## config.mk

```make
export PLATFORM = sky130hd
export DESIGN_NAME = bus_arb_park
export DESIGN_NICKNAME = d
export VERILOG_FILES = /design/src/rtl/bus_arb_pkg.sv /design/src/rtl/bus_arb_pick.sv /design/src/rtl/bus_arb_age.sv /design/src/rtl/bus_arb_park.sv
export SDC_FILE = /design/constraint.sdc
export NUM_CORES = 1
export LEC_CHECK = 0
export BUFFER_PORTS_ARGS = -buffer_cell sky130_fd_sc_hd__buf_2
export CAP_MARGIN = 10
export CORE_MARGIN = 3
export CORE_UTILIZATION = 60
export CTS_BUF_LIST = sky130_fd_sc_hd__clkbuf_2 sky130_fd_sc_hd__clkbuf_4 sky130_fd_sc_hd__clkbuf_8
export DETAILED_ROUTE_END_ITERATION = 7
export GPL_TIMING_DRIVEN = 0
export PLACE_DENSITY = 0.81
export SETUP_SLACK_MARGIN = 0.02
export SYNTH_ARGS = -nofsm -noshare
export SYNTH_HDL_FRONTEND = slang
export SYNTH_SLANG_ARGS = --single-unit
```

## constraint.sdc

```tcl
create_clock -name clk -period 5.2 [get_ports clk]
set_input_delay 0.78 -clock clk [delete_from_list [all_inputs] [get_ports clk]]
set_output_delay 0.78 -clock clk [all_outputs]
set_load 0.05 [all_outputs]
```

## src/rtl/bus_arb_pkg.sv

```systemverilog
package bus_arb_pkg;
  localparam int DEF_MASTERS      = 4;
  localparam int DEF_STARVE_LIMIT = 4;

  typedef enum logic [1:0] {
    ARB_HOLD     = 2'd0,
    ARB_PARK     = 2'd1,
    ARB_HANDOVER = 2'd2
  } arb_evt_e;
endpackage

```

## src/rtl/bus_arb_pick.sv

```systemverilog
module bus_arb_pick #(
  parameter int N = 4
) (
  input  logic [N-1:0] cand,
  input  logic [N-1:0] promo,
  output logic [N-1:0] win_oh,
  output logic         any
);
  logic [N-1:0] pool;
  logic [N-1:0] taken;

  always_comb begin
    pool = ((cand & promo) != '0) ? (cand & promo) : cand;
  end

  // lowest index in the pool wins
  genvar g;
  generate
    for (g = 0; g < N; g++) begin : g_pick
      if (g == 0) begin : g_first
        assign win_oh[g] = pool[g];
        assign taken[g]  = pool[g];
      end else begin : g_rest
        assign win_oh[g] = pool[g] & ~taken[g-1];
        assign taken[g]  = pool[g] | taken[g-1];
      end
    end
  endgenerate

  assign any = taken[N-1];
endmodule

```

## src/rtl/bus_arb_age.sv

```systemverilog
module bus_arb_age #(
  parameter int N = 4,
  parameter int K = 4,
  localparam int CW = $clog2(K + 1)
) (
  input  logic         clk,
  input  logic         rst,
  input  logic         decide,
  input  logic [N-1:0] cand_q,
  input  logic [N-1:0] win_oh,
  output logic [N-1:0] promo_nxt
);
  localparam logic [CW-1:0] LIMIT = CW'(K);

  genvar g;
  generate
    for (g = 0; g < N; g++) begin : g_age
      logic [CW-1:0] cnt_q;
      logic [CW-1:0] cnt_d;

      always_comb begin
        cnt_d = cnt_q;
        if (decide) begin
          if (win_oh[g] || !cand_q[g]) cnt_d = '0;
          else if (cnt_q != LIMIT)     cnt_d = cnt_q + 1'b1;
        end
      end

      always_ff @(posedge clk) begin
        if (rst) cnt_q <= '0;
        else     cnt_q <= cnt_d;
      end

      assign promo_nxt[g] = (cnt_d == LIMIT);


      cnt_bound_chk: assert property (@(posedge clk) disable iff (rst)
        cnt_q <= LIMIT);
    end
  endgenerate
endmodule

```

## src/rtl/bus_arb_park.sv

```systemverilog
module bus_arb_park
  import bus_arb_pkg::*;
#(
  parameter int N_MASTERS   = DEF_MASTERS,
  parameter int STARVE_LIMIT = DEF_STARVE_LIMIT
) (
  input  logic                 clk,
  input  logic                 rst,
  input  logic [N_MASTERS-1:0] req_i,
  input  logic [N_MASTERS-1:0] rel_i,
  output logic [N_MASTERS-1:0] gnt_o
);
  localparam logic [N_MASTERS-1:0] PARK0 = {{(N_MASTERS-1){1'b0}}, 1'b1};

  logic [N_MASTERS-1:0] gnt_q, next_oh_q, cand_q;
  logic                 next_vld_q;
  logic [N_MASTERS-1:0] new_oh, cand_d, pick_oh, promo_nxt;
  logic                 pick_any;
  arb_evt_e             evt;

  always_comb begin
    if (!(|(rel_i & gnt_q)))  evt = ARB_HOLD;
    else if (next_vld_q)      evt = ARB_HANDOVER;
    else                      evt = ARB_PARK;
    new_oh = (evt == ARB_HANDOVER) ? next_oh_q : gnt_q;
    cand_d = req_i & ~new_oh;
  end

  bus_arb_age #(.N(N_MASTERS), .K(STARVE_LIMIT)) u_age (
    .clk       (clk),
    .rst       (rst),
    .decide    (evt == ARB_HANDOVER),
    .cand_q    (cand_q),
    .win_oh    (next_oh_q),
    .promo_nxt (promo_nxt)
  );

  bus_arb_pick #(.N(N_MASTERS)) u_pick (
    .cand   (cand_d),
    .promo  (promo_nxt),
    .win_oh (pick_oh),
    .any    (pick_any)
  );

  always_ff @(posedge clk) begin
    if (rst) begin
      gnt_q      <= PARK0;
      next_oh_q  <= '0;
      next_vld_q <= 1'b0;
      cand_q     <= '0;
    end else begin
      gnt_q      <= new_oh;
      next_oh_q  <= pick_oh;
      next_vld_q <= pick_any;
      cand_q     <= cand_d;
    end
  end

  assign gnt_o = gnt_q;


  reset_park_chk: assert property (@(posedge clk) disable iff (rst)
    $past(rst) |-> gnt_o == PARK0);

  one_grant_chk: assert property (@(posedge clk) disable iff (rst)
    $countones(gnt_o) == 1);

  hold_chk: assert property (@(posedge clk) disable iff (rst)
    !(|(rel_i & gnt_o)) |=> $stable(gnt_o));

  park_chk: assert property (@(posedge clk) disable iff (rst)
    ((|(rel_i & gnt_o)) && !next_vld_q) |=> $stable(gnt_o));

  handover_chk: assert property (@(posedge clk) disable iff (rst)
    ((|(rel_i & gnt_o)) && next_vld_q) |=> !$stable(gnt_o));
endmodule

```

==> results <==
- The worst pin sits at a relative slew slack of ~66%.
- Across every metal layer, demand over resource in global routing totals between 20% and 30%.
- In this run, placement finished with an instance count of slightly above 200.
- The clock insertion delay at the later pin of the skew report is 0.31 ns.
- Synthesis inferred 25 register bits.
- The relative contribution of sequential cells to total power is 56.9%.
- For the pin with the worst max-slew slack, the measured transition is just over 0.5 ns.
- The synthesized netlist devotes 0% of its cell area to XOR and XNOR gates.
- Detailed routing placed a total of slightly below 60 um of wire on met3.
- Once layout is done, the placed cells without fillers occupy roughly 1600 um^2.
- The commonest cells after synthesis are 25 x dfxtp_1, 20 x nand2_1, 15 x a21oi_1, 14 x inv_1, 13 x nor2_1.
- The post-route clock period utilization is 41.2%.
- Dividing the detail-routed wire length by the instance count gives about 15 um.
- The first global-routing pass estimated about 5.4 mm of wire.
- The fmax is 466 MHz.
- The placed cell area is 1590 um^2.
- The accumulated negative setup slack is 0 ns.
- Power spread over the standard cell area amounts to ~220 nW/um^2.
- The x dimension of the die is approximately 56 um.
- Once detail routing completed, the nets flagged for antenna violations numbered 0.
- Summed over its instances, the top area cell type makes up ~34% of the synthesized netlist area.
- Once layout is complete, the utilization of the core stands at 71.1%.
- After floorplanning, the core was divided into 17 placement rows.
- The number of instances in the synthesized netlist is 162.
- The detailed-route vias per instance is a little under 6.
- The critical path required time is ~5.4 ns.
- The dominant combinational cell family by area after synthesis is compound AO/OA/AOI/OAI gates.
- The number of max-capacitance violations reported is 0.
- The net switching fraction of the power is roughly 28%.
- The highest layer used for signal routing is met4.
- dfxtp_1 is the most common cell in the netlist.
- The fraction of synthesized area in multiplexers is roughly 4%.
- In the routed design, unresolved DRC markers number 0.
- The classification of the worst setup path is input port to register.
- The internal cell power is around 0.00026 W.
- The max-slew violation count is 0.
- At the end of the flow, the number of nets in the layout was a little under 200.
- In this run, the number of DRC markers left after iteration 0 of detailed routing was 40.
- For this design the top-level I/O count stands at 14.
- The number of different library cells used by synthesis comes to 46.
- In the final layout, the share of cells above drive strength 1 is about a quarter.
- The first TritonRoute pass finished after 4 iterations.
- Detailed routing placed a total of 1.46 mm of wire on met2.
- Summing the areas of all fa, ha and maj instances in the mapped netlist gives about 6.7% of the synthesized area.
- The total of endpoints with negative setup slack in the final report is 0.
- The most used flip-flop cell after synthesis is dfxtp_1.
- Setup repair after global routing left no endpoint under its margin.
- The number of diodes is 0.
- The worst setup path is launched from an input port.
- The critical path arrival is around 2.4 ns.
- After clock tree synthesis, the setup repair step added 0 buffers.
- The min-delay analysis places its worst path in the category register to register.
- Entering global routing, the biggest net connects 14 pins.
- The average instance in the mapped netlist occupies 9.21 um^2.
- The routability congestion estimate from global placement is between 0.8 and 0.9.
- The worst hold-check slack is ~0.50 ns.
- Clock tree synthesis selected as its root buffer the cell clkbuf_4.
- The overall die height is 55.9 um.
- In this run, CTS created clock tree buffers numbering 3.
- The count of buffers inserted at the top-level ports is 12.
- Once layout is complete, the cells apart from fillers number between 200 and 250.
- The register clock-pin slew on the reported worst setup and hold paths is 0.12 ns.
- The filler cells instantiated in the layout total a little under 200.
- VDD sags by at most between 0.2 and 0.25 mV.
- The flow ran to the end, and the final reports show no timing, DRC or antenna violations.
- The area of the die is 3120 um^2.
- The most area-hungry cell type in the Yosys netlist is dfxtp_1.
- The maximum net fanout on the critical path is 10.
- The synthesized netlist occupies a cell area of roughly 1500 um^2.
- CTS built an H-tree with a depth of 1.
- The count of vias placed by the detailed router is 1226.
- For this run the aggregate overflow at the end of global routing stands at 0.
- The worst setup path is captured at a register.
- After detailed routing, the wire length on met1 is 1.53 mm.
- The effective utilization at floorplan is 65.6%.
- The worst path needs ~2.1 ns of the cycle, external delays included.
- For this run, asynchronously set or reset flops after synthesis account for 0%.
- The initial antenna violation count was 0.
- The number of warnings printed during yosys synthesis is 0.
- The net count of the mapped netlist is 180.
- The complex-gate fraction of the synthesized area is a little over a quarter.
- After detailed routing, the total wire length is 3.09 mm.
- The number of sinks driven by the clock tree is 25.
- The placeable core region is between 2000 and 2500 um^2.
- The clock share of power is between 20% and 30%.
- On the final layout, the worst clock skew is between 0.009 and 0.01 ns.
- Ranked by total cell area, the synthesized netlist is headed by dfxtp_1 34%, ha_1 6.7%, a21oi_1 5.0%.
- The number of endpoints with negative hold slack in the final report came to 0.
- In this run, synthesis inferred 0 flip-flops with an integrated enable.
- The buffer depth of the longest clock path is 2.
- The synthesized netlist devotes around 22% of its cell area to simple gates.
- The net switching power is about 0.00010 W.
- For this design, the CTS-stage hold fixing added 0 buffers.
- The leakage power summed over all cells is about 0.64 nW.
- From synthesis to final layout, the design area changed by 8.38%.
- The TritonCTS clock tree is done.
- The via count of the first global-routing pass is around 1200.
- The detailed placement HPWL is 2.34 mm.
- The sequential fraction of the synthesis area is between 30% and 40%.
- The post-CTS resize count is 0.
- The share of total power in combinational logic is around 18%.
sequential cells by signal, summed over array words and instances (netlist names):
signal and flops:
next_oh_q 4, gnt_o 4, cand_q 4, u_age.g_age.cnt_q 12, next_vld_q 1
final timing paths:
check                             startpoint      endpoint  slack, ns  depth (start not counted)
worst max-delay path                rel_i[2]  next_oh_q[0]       3.06                          9
worst min-delay path            next_oh_q[1]      gnt_o[1]       0.50                          2
worst max register to register      gnt_o[2]  next_oh_q[0]       3.21                          8
worst min register to register  next_oh_q[1]      gnt_o[1]       0.50                          2
power groups by stage:
| stage | Combinational [W] | Sequential, W | Clock (W) |
|---|---|---|---|
| after CTS | 0.0000640 | 0.000204 | 0.0000916 |
| after global routing | 0.0000697 | 0.000205 | 0.0000995 |
| final | 0.0000640 | 0.000204 | 0.0000905 |
| after global placement | 0.0000624 | 0.000208 | 0 |
| after detailed placement | 0.0000636 | 0.000208 | 0 |
| after floorplan | 0.0000438 | 0.000211 | 0 |
layout make-up:
| type | count | area, um^2 | area share [%] |
|---|---|---|---|
| plain buffers | 5 | 45.0 | 2.78 |
| flip-flops and latches | 25 | 500 | 30.9 |
| repair buffers | 12 | 60.1 | 3.71 |
| well taps | 28 | 35.0 | 2.17 |
| inverters | 14 | 52.6 | 3.25 |
| multi-input cells | 118 | 895 | 55.3 |
| clock buffers | 4 | 30.0 | 1.86 |
logic make-up after synthesis:
kind of cell | after synthesis
flops | 25
simple gates | 59
compound gates | 47
fa+ha+maj | 8
mux | 4
buf+inv | 19
layer usage:
layer,GRT usage (%),vias to the layer above
met3,2.55,4
met4,6.78,0
li1,-,613
met5,0,-
met1,27.9,594
met2,36.5,15
per-stage QoR:
step	setup WS, ns	total power (W)
global route	2.96	0.000375
floorplan	3.06	0.000255
detailed placement	2.73	0.000272
finish	3.06	0.000359
global placement	2.77	0.000270
CTS	3.07	0.000360
worst max-delay path: stages:
cell and delay (ns):
buf_2 0.11, a22oi_2 0.38, a21boi_4 0.13, buf_6 0.19, buf_6 0.16, a2bb2oi_2 0.16
nand4_2 0.17, a31oi_1 0.21, nor3_1 0.06
layout by cell type (no fill, tap or decap), drive strengths merged, types with 4 or more instances in the layout:
cell,Yosys,final
dfxtp,25,25
nand2,20,20
a21oi,16,16
buf,3,15
inv,14,14
nor2,13,13
ha,8,8
clkbuf,2,6
a31oi,5,5
nand4b,5,5
o211ai,5,5
and2,4,4
(Power assumes the default switching activity.)
